File: config.mk
export PLATFORM = sky130hd
export DESIGN_NAME = i2c_wait_target
export DESIGN_NICKNAME = d
export VERILOG_FILES = /design/src/rtl/i2c_tgt_pkg.sv /design/src/rtl/i2c_tgt_datapath.sv /design/src/rtl/i2c_tgt_control.sv /design/src/rtl/i2c_wait_target.sv
export SDC_FILE = /design/constraint.sdc
export NUM_CORES = 1
export LEC_CHECK = 0
export ABC_CLOCK_PERIOD_IN_PS = 2300
export CORE_MARGIN = 3
export CORE_UTILIZATION = 40
export DETAILED_ROUTE_END_ITERATION = 7
export GPL_TIMING_DRIVEN = 0
export PLACE_DENSITY_LB_ADDON = 0.2
export SYNTH_ARGS = -nofsm -noshare
export SYNTH_HDL_FRONTEND = slang
export SYNTH_SLANG_ARGS = --single-unit
export TNS_END_PERCENT = 50
File: constraint.sdc
create_clock -name clk -period 2.3 [get_ports clk]
set_input_delay 0.46 -clock clk [delete_from_list [all_inputs] [get_ports clk]]
set_output_delay 0.46 -clock clk [all_outputs]
set_load 0.05 [all_outputs]
File: src/rtl/i2c_tgt_pkg.sv
package i2c_tgt_pkg;
  localparam int BYTE_BITS = 8;
  localparam int ADDR_W    = BYTE_BITS - 1;
  localparam int CNT_W     = $clog2(BYTE_BITS + 2);
  localparam logic [CNT_W-1:0] CNT_LAST = CNT_W'(BYTE_BITS);
  localparam logic [CNT_W-1:0] CNT_ACK  = CNT_W'(BYTE_BITS + 1);

  typedef enum logic [1:0] {
    MODE_IDLE = 2'd0,
    MODE_ADDR = 2'd1,
    MODE_RX   = 2'd2,
    MODE_TX   = 2'd3
  } tgtMode_e;

  // events reported by the datapath
  typedef struct packed {
    logic             startSeen;
    logic             stopSeen;
    logic             sclRise;
    logic             sclFall;
    logic             sclHigh;
    logic [CNT_W-1:0] riseCnt;
    logic             addrHit;
    logic             rwBit;
    logic             txLoaded;
  } busEvt_t;

  // strobes issued by the control
  typedef struct packed {
    logic shiftIn;
    logic shiftOut;
    logic loadTx;
    logic captureRx;
    logic sampleAck;
    logic driveAck;
    logic txDrive;
  } dpStrobe_t;
endpackage

File: src/rtl/i2c_tgt_datapath.sv
module i2c_tgt_datapath
  import i2c_tgt_pkg::*;
#(
  parameter int SYNC_STAGES = 2
) (
  input  logic                 clk,
  input  logic                 rstN,
  input  logic                 sclIn,
  input  logic                 sdaIn,
  input  logic [ADDR_W-1:0]    ownAddr,
  input  logic [BYTE_BITS-1:0] txData,
  input  dpStrobe_t            stb,
  output busEvt_t              evt,
  output logic [BYTE_BITS-1:0] rxData,
  output logic                 ackDetected,
  output logic                 sdaDriveLow
);
  logic [SYNC_STAGES-1:0] sclSync, sdaSync;
  logic sclS, sdaS, sclPrev, sdaPrev;
  logic riseNow, fallNow, startNow, stopNow;
  logic [CNT_W-1:0] riseCnt;
  logic [BYTE_BITS-1:0] shiftReg;
  logic txLoaded;

  generate
    if (SYNC_STAGES == 1) begin : g_sync_single
      always_ff @(posedge clk or negedge rstN) begin
        if (!rstN) begin
          sclSync <= '1;
          sdaSync <= '1;
        end else begin
          sclSync <= sclIn;
          sdaSync <= sdaIn;
        end
      end
    end else begin : g_sync_chain
      always_ff @(posedge clk or negedge rstN) begin
        if (!rstN) begin
          sclSync <= '1;
          sdaSync <= '1;
        end else begin
          sclSync <= {sclSync[SYNC_STAGES-2:0], sclIn};
          sdaSync <= {sdaSync[SYNC_STAGES-2:0], sdaIn};
        end
      end
    end
  endgenerate

  assign sclS = sclSync[SYNC_STAGES-1];
  assign sdaS = sdaSync[SYNC_STAGES-1];

  always_ff @(posedge clk or negedge rstN) begin
    if (!rstN) begin
      sclPrev <= 1'b1;
      sdaPrev <= 1'b1;
    end else begin
      sclPrev <= sclS;
      sdaPrev <= sdaS;
    end
  end

  assign riseNow  = sclS & ~sclPrev;
  assign fallNow  = ~sclS & sclPrev;
  assign startNow = sclS & sclPrev & sdaPrev & ~sdaS;
  assign stopNow  = sclS & sclPrev & ~sdaPrev & sdaS;

  // rising edges counted inside the current byte (9 = acknowledge bit)
  always_ff @(posedge clk or negedge rstN) begin
    if (!rstN) begin
      riseCnt <= '0;
    end else if (startNow || stopNow) begin
      riseCnt <= '0;
    end else if (riseNow && riseCnt < CNT_ACK) begin
      riseCnt <= riseCnt + 1'b1;
    end else if (fallNow && riseCnt == CNT_ACK) begin
      riseCnt <= '0;
    end
  end

  always_ff @(posedge clk or negedge rstN) begin
    if (!rstN) begin
      shiftReg    <= '0;
      txLoaded    <= 1'b0;
      rxData      <= '0;
      ackDetected <= 1'b0;
    end else begin
      if (stb.loadTx) begin
        shiftReg <= txData;
      end else if (stb.shiftIn) begin
        shiftReg <= {shiftReg[BYTE_BITS-2:0], sdaS};
      end else if (stb.shiftOut) begin
        shiftReg <= {shiftReg[BYTE_BITS-2:0], 1'b0};
      end
      if (startNow || stopNow) begin
        txLoaded <= 1'b0;
      end else if (stb.loadTx) begin
        txLoaded <= 1'b1;
      end else if (fallNow && riseCnt == CNT_LAST) begin
        txLoaded <= 1'b0;
      end
      if (stb.captureRx) begin
        rxData <= shiftReg;
      end
      if (stb.sampleAck) begin
        ackDetected <= ~sdaS;
      end
    end
  end

  assign sdaDriveLow = stb.driveAck | (stb.txDrive & txLoaded & ~shiftReg[BYTE_BITS-1]);

  always_comb begin
    evt.startSeen = startNow;
    evt.stopSeen  = stopNow;
    evt.sclRise   = riseNow;
    evt.sclFall   = fallNow;
    evt.sclHigh   = sclS;
    evt.riseCnt   = riseCnt;
    evt.addrHit   = (shiftReg[BYTE_BITS-1:1] == ownAddr);
    evt.rwBit     = shiftReg[0];
    evt.txLoaded  = txLoaded;
  end


  sda_steady_high_chk: assert property (@(posedge clk) disable iff (!rstN)
    (sclS && sclPrev) |-> $stable(sdaDriveLow));


  ack_flag_on_rise_chk: assert property (@(posedge clk) disable iff (!rstN)
    !$stable(ackDetected) |-> $past(riseNow));
endmodule

File: src/rtl/i2c_tgt_control.sv
module i2c_tgt_control
  import i2c_tgt_pkg::*;
(
  input  logic      clk,
  input  logic      rstN,
  input  busEvt_t   evt,
  input  logic      txWrite,
  input  logic      waitRelease,
  input  logic      waitAt8,
  input  logic      ackEnable,
  output dpStrobe_t stb,
  output logic      sclDriveLow,
  output logic      irq,
  output logic      addressed,
  output logic      transmitMode
);
  tgtMode_e mode;
  logic waitHold, ackPhase, addrAck, byteWaited;
  logic busCond, atFall8, atFall9;

  assign busCond = evt.startSeen | evt.stopSeen;
  assign atFall8 = evt.sclFall && (evt.riseCnt == CNT_LAST);
  assign atFall9 = evt.sclFall && (evt.riseCnt == CNT_ACK);

  always_comb begin
    stb.shiftIn   = evt.sclRise && (evt.riseCnt < CNT_LAST) &&
                    (mode == MODE_ADDR || mode == MODE_RX);
    stb.shiftOut  = evt.sclFall && (mode == MODE_TX) &&
                    (evt.riseCnt != '0) && (evt.riseCnt < CNT_LAST);
    stb.loadTx    = txWrite && waitHold && (mode == MODE_TX) && !busCond;
    stb.captureRx = atFall8 && (mode == MODE_RX);
    stb.sampleAck = evt.sclRise && (evt.riseCnt == CNT_LAST) && (mode == MODE_TX);
    stb.driveAck  = ackPhase && (addrAck || (mode == MODE_RX && ackEnable));
    stb.txDrive   = (mode == MODE_TX);
  end

  always_ff @(posedge clk or negedge rstN) begin
    if (!rstN) begin
      mode       <= MODE_IDLE;
      waitHold   <= 1'b0;
      ackPhase   <= 1'b0;
      addrAck    <= 1'b0;
      byteWaited <= 1'b0;
      irq        <= 1'b0;
    end else if (busCond) begin
      mode       <= evt.startSeen ? MODE_ADDR : MODE_IDLE;
      waitHold   <= 1'b0;
      ackPhase   <= 1'b0;
      addrAck    <= 1'b0;
      byteWaited <= 1'b0;
      irq        <= 1'b0;
    end else begin
      irq <= 1'b0;
      unique case (mode)
        MODE_ADDR: begin
          if (atFall8) begin
            if (evt.addrHit) begin
              ackPhase <= 1'b1;
              addrAck  <= 1'b1;
            end else begin
              mode <= MODE_IDLE;
            end
          end else if (atFall9 && addrAck) begin
            mode     <= evt.rwBit ? MODE_TX : MODE_RX;
            waitHold <= 1'b1;
            irq      <= 1'b1;
            ackPhase <= 1'b0;
            addrAck  <= 1'b0;
          end
        end
        MODE_RX: begin
          if (atFall8) begin
            ackPhase <= 1'b1;
            if (waitAt8) begin
              waitHold   <= 1'b1;
              irq        <= 1'b1;
              byteWaited <= 1'b1;
            end
          end else if (atFall9) begin
            ackPhase   <= 1'b0;
            byteWaited <= 1'b0;
            if (!byteWaited) begin
              waitHold <= 1'b1;
              irq      <= 1'b1;
            end
          end else if (waitRelease && waitHold) begin
            waitHold <= 1'b0;
          end
        end
        MODE_TX: begin
          if (atFall9) begin
            waitHold <= 1'b1;
            irq      <= 1'b1;
          end else if (stb.loadTx) begin
            waitHold <= 1'b0;
          end
        end
        default: begin
        end
      endcase
    end
  end

  assign sclDriveLow  = waitHold;
  assign addressed    = (mode == MODE_RX) || (mode == MODE_TX);
  assign transmitMode = (mode == MODE_TX);


  hold_only_selected_chk: assert property (@(posedge clk) disable iff (!rstN)
    $rose(waitHold) |-> (mode == MODE_RX || mode == MODE_TX));


  hold_keeps_low_chk: assert property (@(posedge clk) disable iff (!rstN)
    waitHold |-> !evt.sclHigh);


  irq_single_chk: assert property (@(posedge clk) disable iff (!rstN)
    irq |=> !irq);


  idle_quiet_chk: assert property (@(posedge clk) disable iff (!rstN)
    (mode == MODE_IDLE) |-> (!irq && !waitHold));


  tx_bits_only_in_tx_chk: assert property (@(posedge clk) disable iff (!rstN)
    evt.txLoaded |-> (mode == MODE_TX));
endmodule

File: src/rtl/i2c_wait_target.sv
module i2c_wait_target
  import i2c_tgt_pkg::*;
#(
  parameter int SYNC_STAGES = 2
) (
  input  logic                 clk,
  input  logic                 rstN,
  input  logic                 sclIn,
  input  logic                 sdaIn,
  output logic                 sclDriveLow,
  output logic                 sdaDriveLow,
  input  logic [ADDR_W-1:0]    ownAddr,
  input  logic [BYTE_BITS-1:0] txData,
  input  logic                 txWrite,
  input  logic                 waitRelease,
  input  logic                 waitAt8,
  input  logic                 ackEnable,
  output logic [BYTE_BITS-1:0] rxData,
  output logic                 irq,
  output logic                 addressed,
  output logic                 transmitMode,
  output logic                 ackDetected
);
  busEvt_t   evt;
  dpStrobe_t stb;

  i2c_tgt_datapath #(.SYNC_STAGES(SYNC_STAGES)) u_dp (
    .clk(clk), .rstN(rstN), .sclIn(sclIn), .sdaIn(sdaIn),
    .ownAddr(ownAddr), .txData(txData), .stb(stb), .evt(evt),
    .rxData(rxData), .ackDetected(ackDetected), .sdaDriveLow(sdaDriveLow)
  );

  i2c_tgt_control u_ctl (
    .clk(clk), .rstN(rstN), .evt(evt), .txWrite(txWrite),
    .waitRelease(waitRelease), .waitAt8(waitAt8), .ackEnable(ackEnable),
    .stb(stb), .sclDriveLow(sclDriveLow), .irq(irq),
    .addressed(addressed), .transmitMode(transmitMode)
  );
endmodule

# [Word level (Yosys, flattened, before mapping)]
# Index checks and enable logic that the tools add are counted.
[word_totals] wordCells=138 inputBits=23 output_inout_bits=14 register_bits=35
[classes] n_mux=48 n_eq_ne=18 n_reduce_logical=38 n_bitwise=16 n_addsub=1 order_cmp=2
[ops] operator="$mux W1" n=34
[ops] operator="$mux W8" n=3
[ops] operator="$logic_and A1 B1 Y1" n=18
[ops] operator="$reduce_bool A3 Y1" n=6
[ops] operator="$ne A3 B2 Y1 const B" n=5
[ops] operator="$mux W4" n=3
[ops] operator="$mux W2" n=5
[ops] operator="$and A1 B1 Y1" n=9
[ops] operator="$reduce_and A3 Y1" n=3
[ops] operator="$eq A4 B4 Y1 const B" n=2
[ops] operator="$lt A4 B4 Y1 const B" n=2
[ops] operator="$ne A4 B1 Y1 const B" n=2
[ops] operator="$ne A4 B3 Y1 const B" n=2
[ops] operator="$reduce_bool A4 Y1" n=2
[ops] operator="$eq A7 B7 Y1" n=1
[ops] operator="$reduce_and A7 Y1" n=1
[ops] operator="$pmux W1 S3" n=2
[ops] operator="$ne A5 B2 Y1 const B" n=1
[ops] operator="$ne A5 B5 Y1 const B" n=1
[ops] operator="$not A1 Y1" n=5
[ops] operator="$add A4 B1 Y4 const B" n=1
[ops] operator="$eq A2 B2 Y1 const B" n=2
[ops] operator="$logic_or A1 B1 Y1" n=4
[ops] operator="$ne A4 B2 Y1 const B" n=1
[ops] operator="other kinds (6)" n=8

# [Depth between registers and ports, before layout]
[logic_depth] depth_word=10 ltp_mapped=8

# [Cells and area by module]
# A second synthesis with hierarchy kept.
[unflattened] hier_cells=196 area_unflattened_um2=1969.4
[modules_own_cells] module="i2c_tgt_datapath" seq_area_each_um2=708.2 area_each_um2=1366.3 cells_each=117 instances=1
[modules_own_cells] module="i2c_tgt_control" seq_area_each_um2=175.2 area_each_um2=603.1 cells_each=79 instances=1

# [Least setup slack after synthesis]
# OpenSTA, ideal clock, no wires.
[synth_timing] path_kind="flip-flop to output port" from="register u_ctl.mode[0]" to="output port sdaDriveLow" path_slack_ns=-0.198 t_required_ns=1.840 stages_incl_launch_ff=6 arrival_time_ns=2.038 path_cell_list="dfrtp_1 > inv_1 > ha_1 > clkbuf_1 > a21oi_1 > o21ai_0"
[synth_via] elab_chain_cells=5 elab_cells_between_ends=8 classes_between="eq/ne (2); bitwise (3); reduce/logical (3)"
[synth_lines] item="start: declaration" line="i2c_tgt_control.sv:17" source="tgtMode_e mode;"
[synth_lines] item="start signal: assignment" line="i2c_tgt_control.sv:46" source="mode <= evt.startSeen ? MODE_ADDR : MODE_IDLE;"
[synth_lines] item="start signal: assignment" line="i2c_tgt_control.sv:64" source="mode <= evt.rwBit ? MODE_TX : MODE_RX;"
[synth_lines] item="$eq A2 B2 Y1" line="i2c_tgt_control.sv:33" source="stb.driveAck = ackPhase && (addrAck || (mode == MODE_RX && ackEnable));"
[synth_lines] item="$logic_and A1 B1 Y1" line="i2c_tgt_control.sv:33"
[synth_lines] item="$logic_or A1 B1 Y1" line="i2c_tgt_control.sv:33"
[synth_lines] item="$logic_and A1 B1 Y1" line="i2c_tgt_control.sv:33"
[synth_lines] item="$or A1 B1 Y1 *" line="i2c_tgt_datapath.sv:110" source="assign sdaDriveLow = stb.driveAck | (stb.txDrive & txLoaded & ~shiftReg[BYTE_BITS-1]);"
[synth_lines] item="end: declaration" line="i2c_wait_target.sv:11" source="output logic sdaDriveLow,"
# Every way passes the cells marked *; elsewhere a longest branch is shown, timed or not.

# [Worst setup path after layout]
[layout_timing] from="register u_ctl.mode[0]" to="output port addressed"
[layout_via] elab_chain_cells=2 elab_cells_between_ends=3 classes_between="eq/ne (2); reduce/logical (1)"
[layout_lines] item="$eq A2 B2 Y1" line="i2c_tgt_control.sv:105" source="assign addressed = (mode == MODE_RX) || (mode == MODE_TX);"
[layout_lines] item="$logic_or A1 B1 Y1 *" line="i2c_tgt_control.sv:105"
[layout_lines] item="end: declaration" line="i2c_wait_target.sv:20" source="output logic addressed,"
# Marks and branches as above.

==> reports/results.md <==
| Metric | Value |
| --- | --- |
| Share of synthesized area occupied by flip-flops and latches | 0.475 |
| Clock transition time at the flip-flop clock pins of the worst setup and hold paths | 70 ps |
| Layout-stage area growth over the synthesis result | 26.8% |
| TritonCTS clock tree | built |
| Critical Path Source Type | flop |
| Max-slew violation total from the final report | 0 |
| Largest voltage drop on the vdd net | 0.454 mV |
| Chip Height | 74.2 µm |
| Number of distinct library cell variants in the gate-level netlist after synthesis | 46 |
| I/O pin total | 37 |
| TNS Setup | 0 ps |
| Core Area | 4410 µm² |
| Setup slack of the most critical reg-to-reg path | 290 ps |
| Initial cell density of the core | 0.421 |
| Number of standard-cell rows in the floorplan | 24 |
| Final critical-path share of the clock period | 0.973 |
| Rel. slew slack | 0.490 |
| Run status | finished, final reports clean |
| Pleak | 1.09 nW |
| Number of antenna violations at the first check in global routing | 0 |
| Number of warnings reported in the yosys synthesis log | 0 |
| CP peak stage delay | 380 ps |
| Avg Synthesized Cell Area | 10.2 µm² |
| Min Clock Period, post-route | 2240 ps |
| Fmax | 447 MHz |
| RSZ-0062 raised after global routing | true |
| Worst clock skew on the final layout | 6.33 ps |
| Fraction of layout instances using a drive strength above 1 | 0.150 |
| First-pass GRT wire length | 6.40 mm |
| Worst path most repeated cell | inv_1 |
| Per-cell via count in the routed design | 5.28 |
| Hold-fix buffers, CTS | 0 |
| Synthesized netlist cell count | 182 |
| Cell chain of the critical path | inv_1, ha_1, clkbuf_2, nor2_1, inv_1, clkdlybuf4s15_2 |
| Critical path's slowest cell | dfrtp_1 |
| Fin cells | 278 |
| Post-synth EDFFs | 0 |
| DRT Wirelength | 3.86 mm |
| Clk sinks | 35 |
| Maximum count of clock buffers along a single path | 2 |
| Critical path fanouts, max | 9 |
| Final antenna-violating net count | 0 |
| Via count of the routed design | 1467 |
| Number of cells on the critical path | 6 |
| Cell type group with the largest total delay on the critical path | buffers and inverters |
| TritonCTS buffer count | 5 |
| Layout filler cell count | 395 |
| Signal arrival time at the worst endpoint | 1780 ps |
| GRT Resource Usage Total | 0.153 |
| Slew of the pin with the lowest slew margin | 764 ps |
| Width of the chip | 74.2 µm |
| Die Outline Area | 5500 µm² |
| Pwr dens | 669 nW/µm² |
| Number of max-cap violations | 0 |
| HPWL Detailed | 2.79 mm |
| Kind of end point of the critical path | primary output |
| Clock latency at the later pin of the worst-skew pair | 280 ps |
| Buffer type at the clock tree root | clkbuf_8 |
| Number of failing setup endpoints in the final timing report | 0 |
| Fraction of registers with async set or reset after synthesis | 1.00 |
| Detail-routed net length per standard cell | 13.9 µm |
| Total count of hold-check failures in the final report | 0 |
| Pre-antenna DRT Iters | 4 |
| Pin count of the biggest net entering global routing | 36 |
| WP data required | 1840 ps |
| Vias in the first global route | 1306 |
| Number of buffers and inverters on the critical path | 4 |
| # H-tree levels | 2 |
| Class of the tightest hold or removal check | in2async |
| Primary FF master, synth | dfrtp_1 |
| Nets | 256 |
| Post CTS Setup Buffer Count | 0 |
| Placer Congestion | 0.753 |
| Synthesized area | 1860 µm² |
| Cells on worst reg2reg path | 8 |
| Number of input and output port buffers inserted | 36 |
| Global route total overflow | 0 |
| Synth Net Count | 213 |
| Seq cells post-synth | 35 |
| Detailed-route DRC error count | 0 |
| DRT iter0 DRCs | 103 |
| WS Path Type | reg2out |
| Total instance count after detailed placement | 270 |
| Antenna cell count | 0 |
cell families after synthesis:
family	count (synthesis)	share of synthesized area
adders and majority gates	8	0.0538
xor gates and xnor gates	8	0.0377
AOI/OAI and AO/OA	45	0.155
muxes	15	0.0861
and+or+nand+nor	54	0.151
DFF	35	0.475
buffers and inverters	17	0.0404
cells in the mapped netlist (2+ instances only):
master	instances	area (µm²)
nor2b_1	2	12.5
o21ai_0	12	60.1
xnor2_1	4	35.0
nand2_1	14	52.6
nand3_1	7	35.0
buf_2	3	15.0
a21oi_1	14	70.1
ha_1	8	100
mux2_2	8	90.1
a211o_1	2	17.5
dfrtp_1	29	726
a31oi_1	2	12.5
nand4_1	3	18.8
o31ai_1	2	15.0
dfstp_2	6	158
mux2i_1	7	70.1
xor2_1	4	35.0
a2bb2oi_1	2	17.5
nor2_1	14	52.6
nor4bb_1	2	20.0
inv_1	12	45.0
layer usage:
| metal | track usage | routed length (µm) |
|---|---|---|
| met1 | 0.226 | 1950 |
| met2 | 0.216 | 1680 |
| met3 | 0.0378 | 180 |
| met4 | 0.0604 | 53 |
| met5 | 0 | 0 |
registers in the layout, indices dropped and copies added, names as in the netlist:
register / cells
u_ctl.ackPhase: 1
u_ctl.addrAck: 1
u_ctl.byteWaited: 1
u_ctl.irq: 1
u_ctl.mode: 2
u_ctl.sclDriveLow: 1
u_dp.ackDetected: 1
u_dp.riseCnt: 4
u_dp.rxData: 8
u_dp.sclPrev: 1
u_dp.sclSync: 2
u_dp.sdaPrev: 1
u_dp.sdaSync: 2
u_dp.shiftReg: 8
u_dp.txLoaded: 1
worst paths after layout:
check                                          endpoint                       from
max in group asynchronous  u_dp.ackDetected$_DFFE_PN0P_                       rstN
min in group clk              u_dp.sclSync[1]$_DFF_PN1_  u_dp.sclSync[0]$_DFF_PN1_
min reg2reg                   u_dp.sclSync[1]$_DFF_PN1_  u_dp.sclSync[0]$_DFF_PN1_
max                                           addressed  u_ctl.mode[0]$_DFFE_PN0P_
min                        u_ctl.byteWaited$_DFFE_PN0P_                       rstN
max reg2reg                u_dp.shiftReg[1]$_DFFE_PN0P_  u_ctl.mode[1]$_DFFE_PN0P_
repair_timing:
item | in CTS | in global routing
pin swaps | 0 | 0
gates resized for setup | 8 | 2
endpoints found under the setup margin | 3 | 2
placed cells by master (no fill, tap or decap), drive strengths merged, types with 3 or more instances in the layout:
cell type	synthesis	layout
xor2	4	4
clkbuf	1	8
o21ai	13	13
buf	4	6
nand4	3	3
mux2	8	8
mux2i	7	7
nand3	7	7
a21oi	14	14
dfrtp	29	29
ha	8	8
xnor2	4	4
nand2	15	15
inv	12	12
clkdlybuf4s50	0	32
dfstp	6	6
nor2	14	14
stage by stage:
| stage | hold WS, ps | instance area [µm²] | worst slack, ps | power, mW | util |
|---|---|---|---|---|---|
| 2_1_floorplan | 164 | 1860 | 176 | 1.04 | - |
| 3_3_place_gp | 346 | 2280 | -174 | 1.17 | 0.518 |
| 3_5_place_dp | 348 | 2280 | -165 | 1.17 | 0.516 |
| 4_1_cts | 279 | 2360 | 81.4 | 1.60 | 0.535 |
| 5_1_grt | 308 | 2360 | -60.1 | 1.69 | 0.534 |
| 6_report | 241 | 2360 | 62.2 | 1.58 | 0.534 |
report_power, final:
part	internal, mW	switching (mW)
combinational	0.173	0.164
sequential	0.710	0.114
clock	0.212	0.204
final cells by class:
cell class	instances	area [µm²]	share of cell area
multi-input combinational	130	901	0.382
sequential	35	883	0.375
timing repair buffer	36	350	0.149
clock buffer	7	76.3	0.0324
tap	52	65.1	0.0276
inverter	12	45.0	0.0191
buffer	5	31.3	0.0133
clock inverter	1	5.00	0.00212
(Power assumes the default switching activity.)
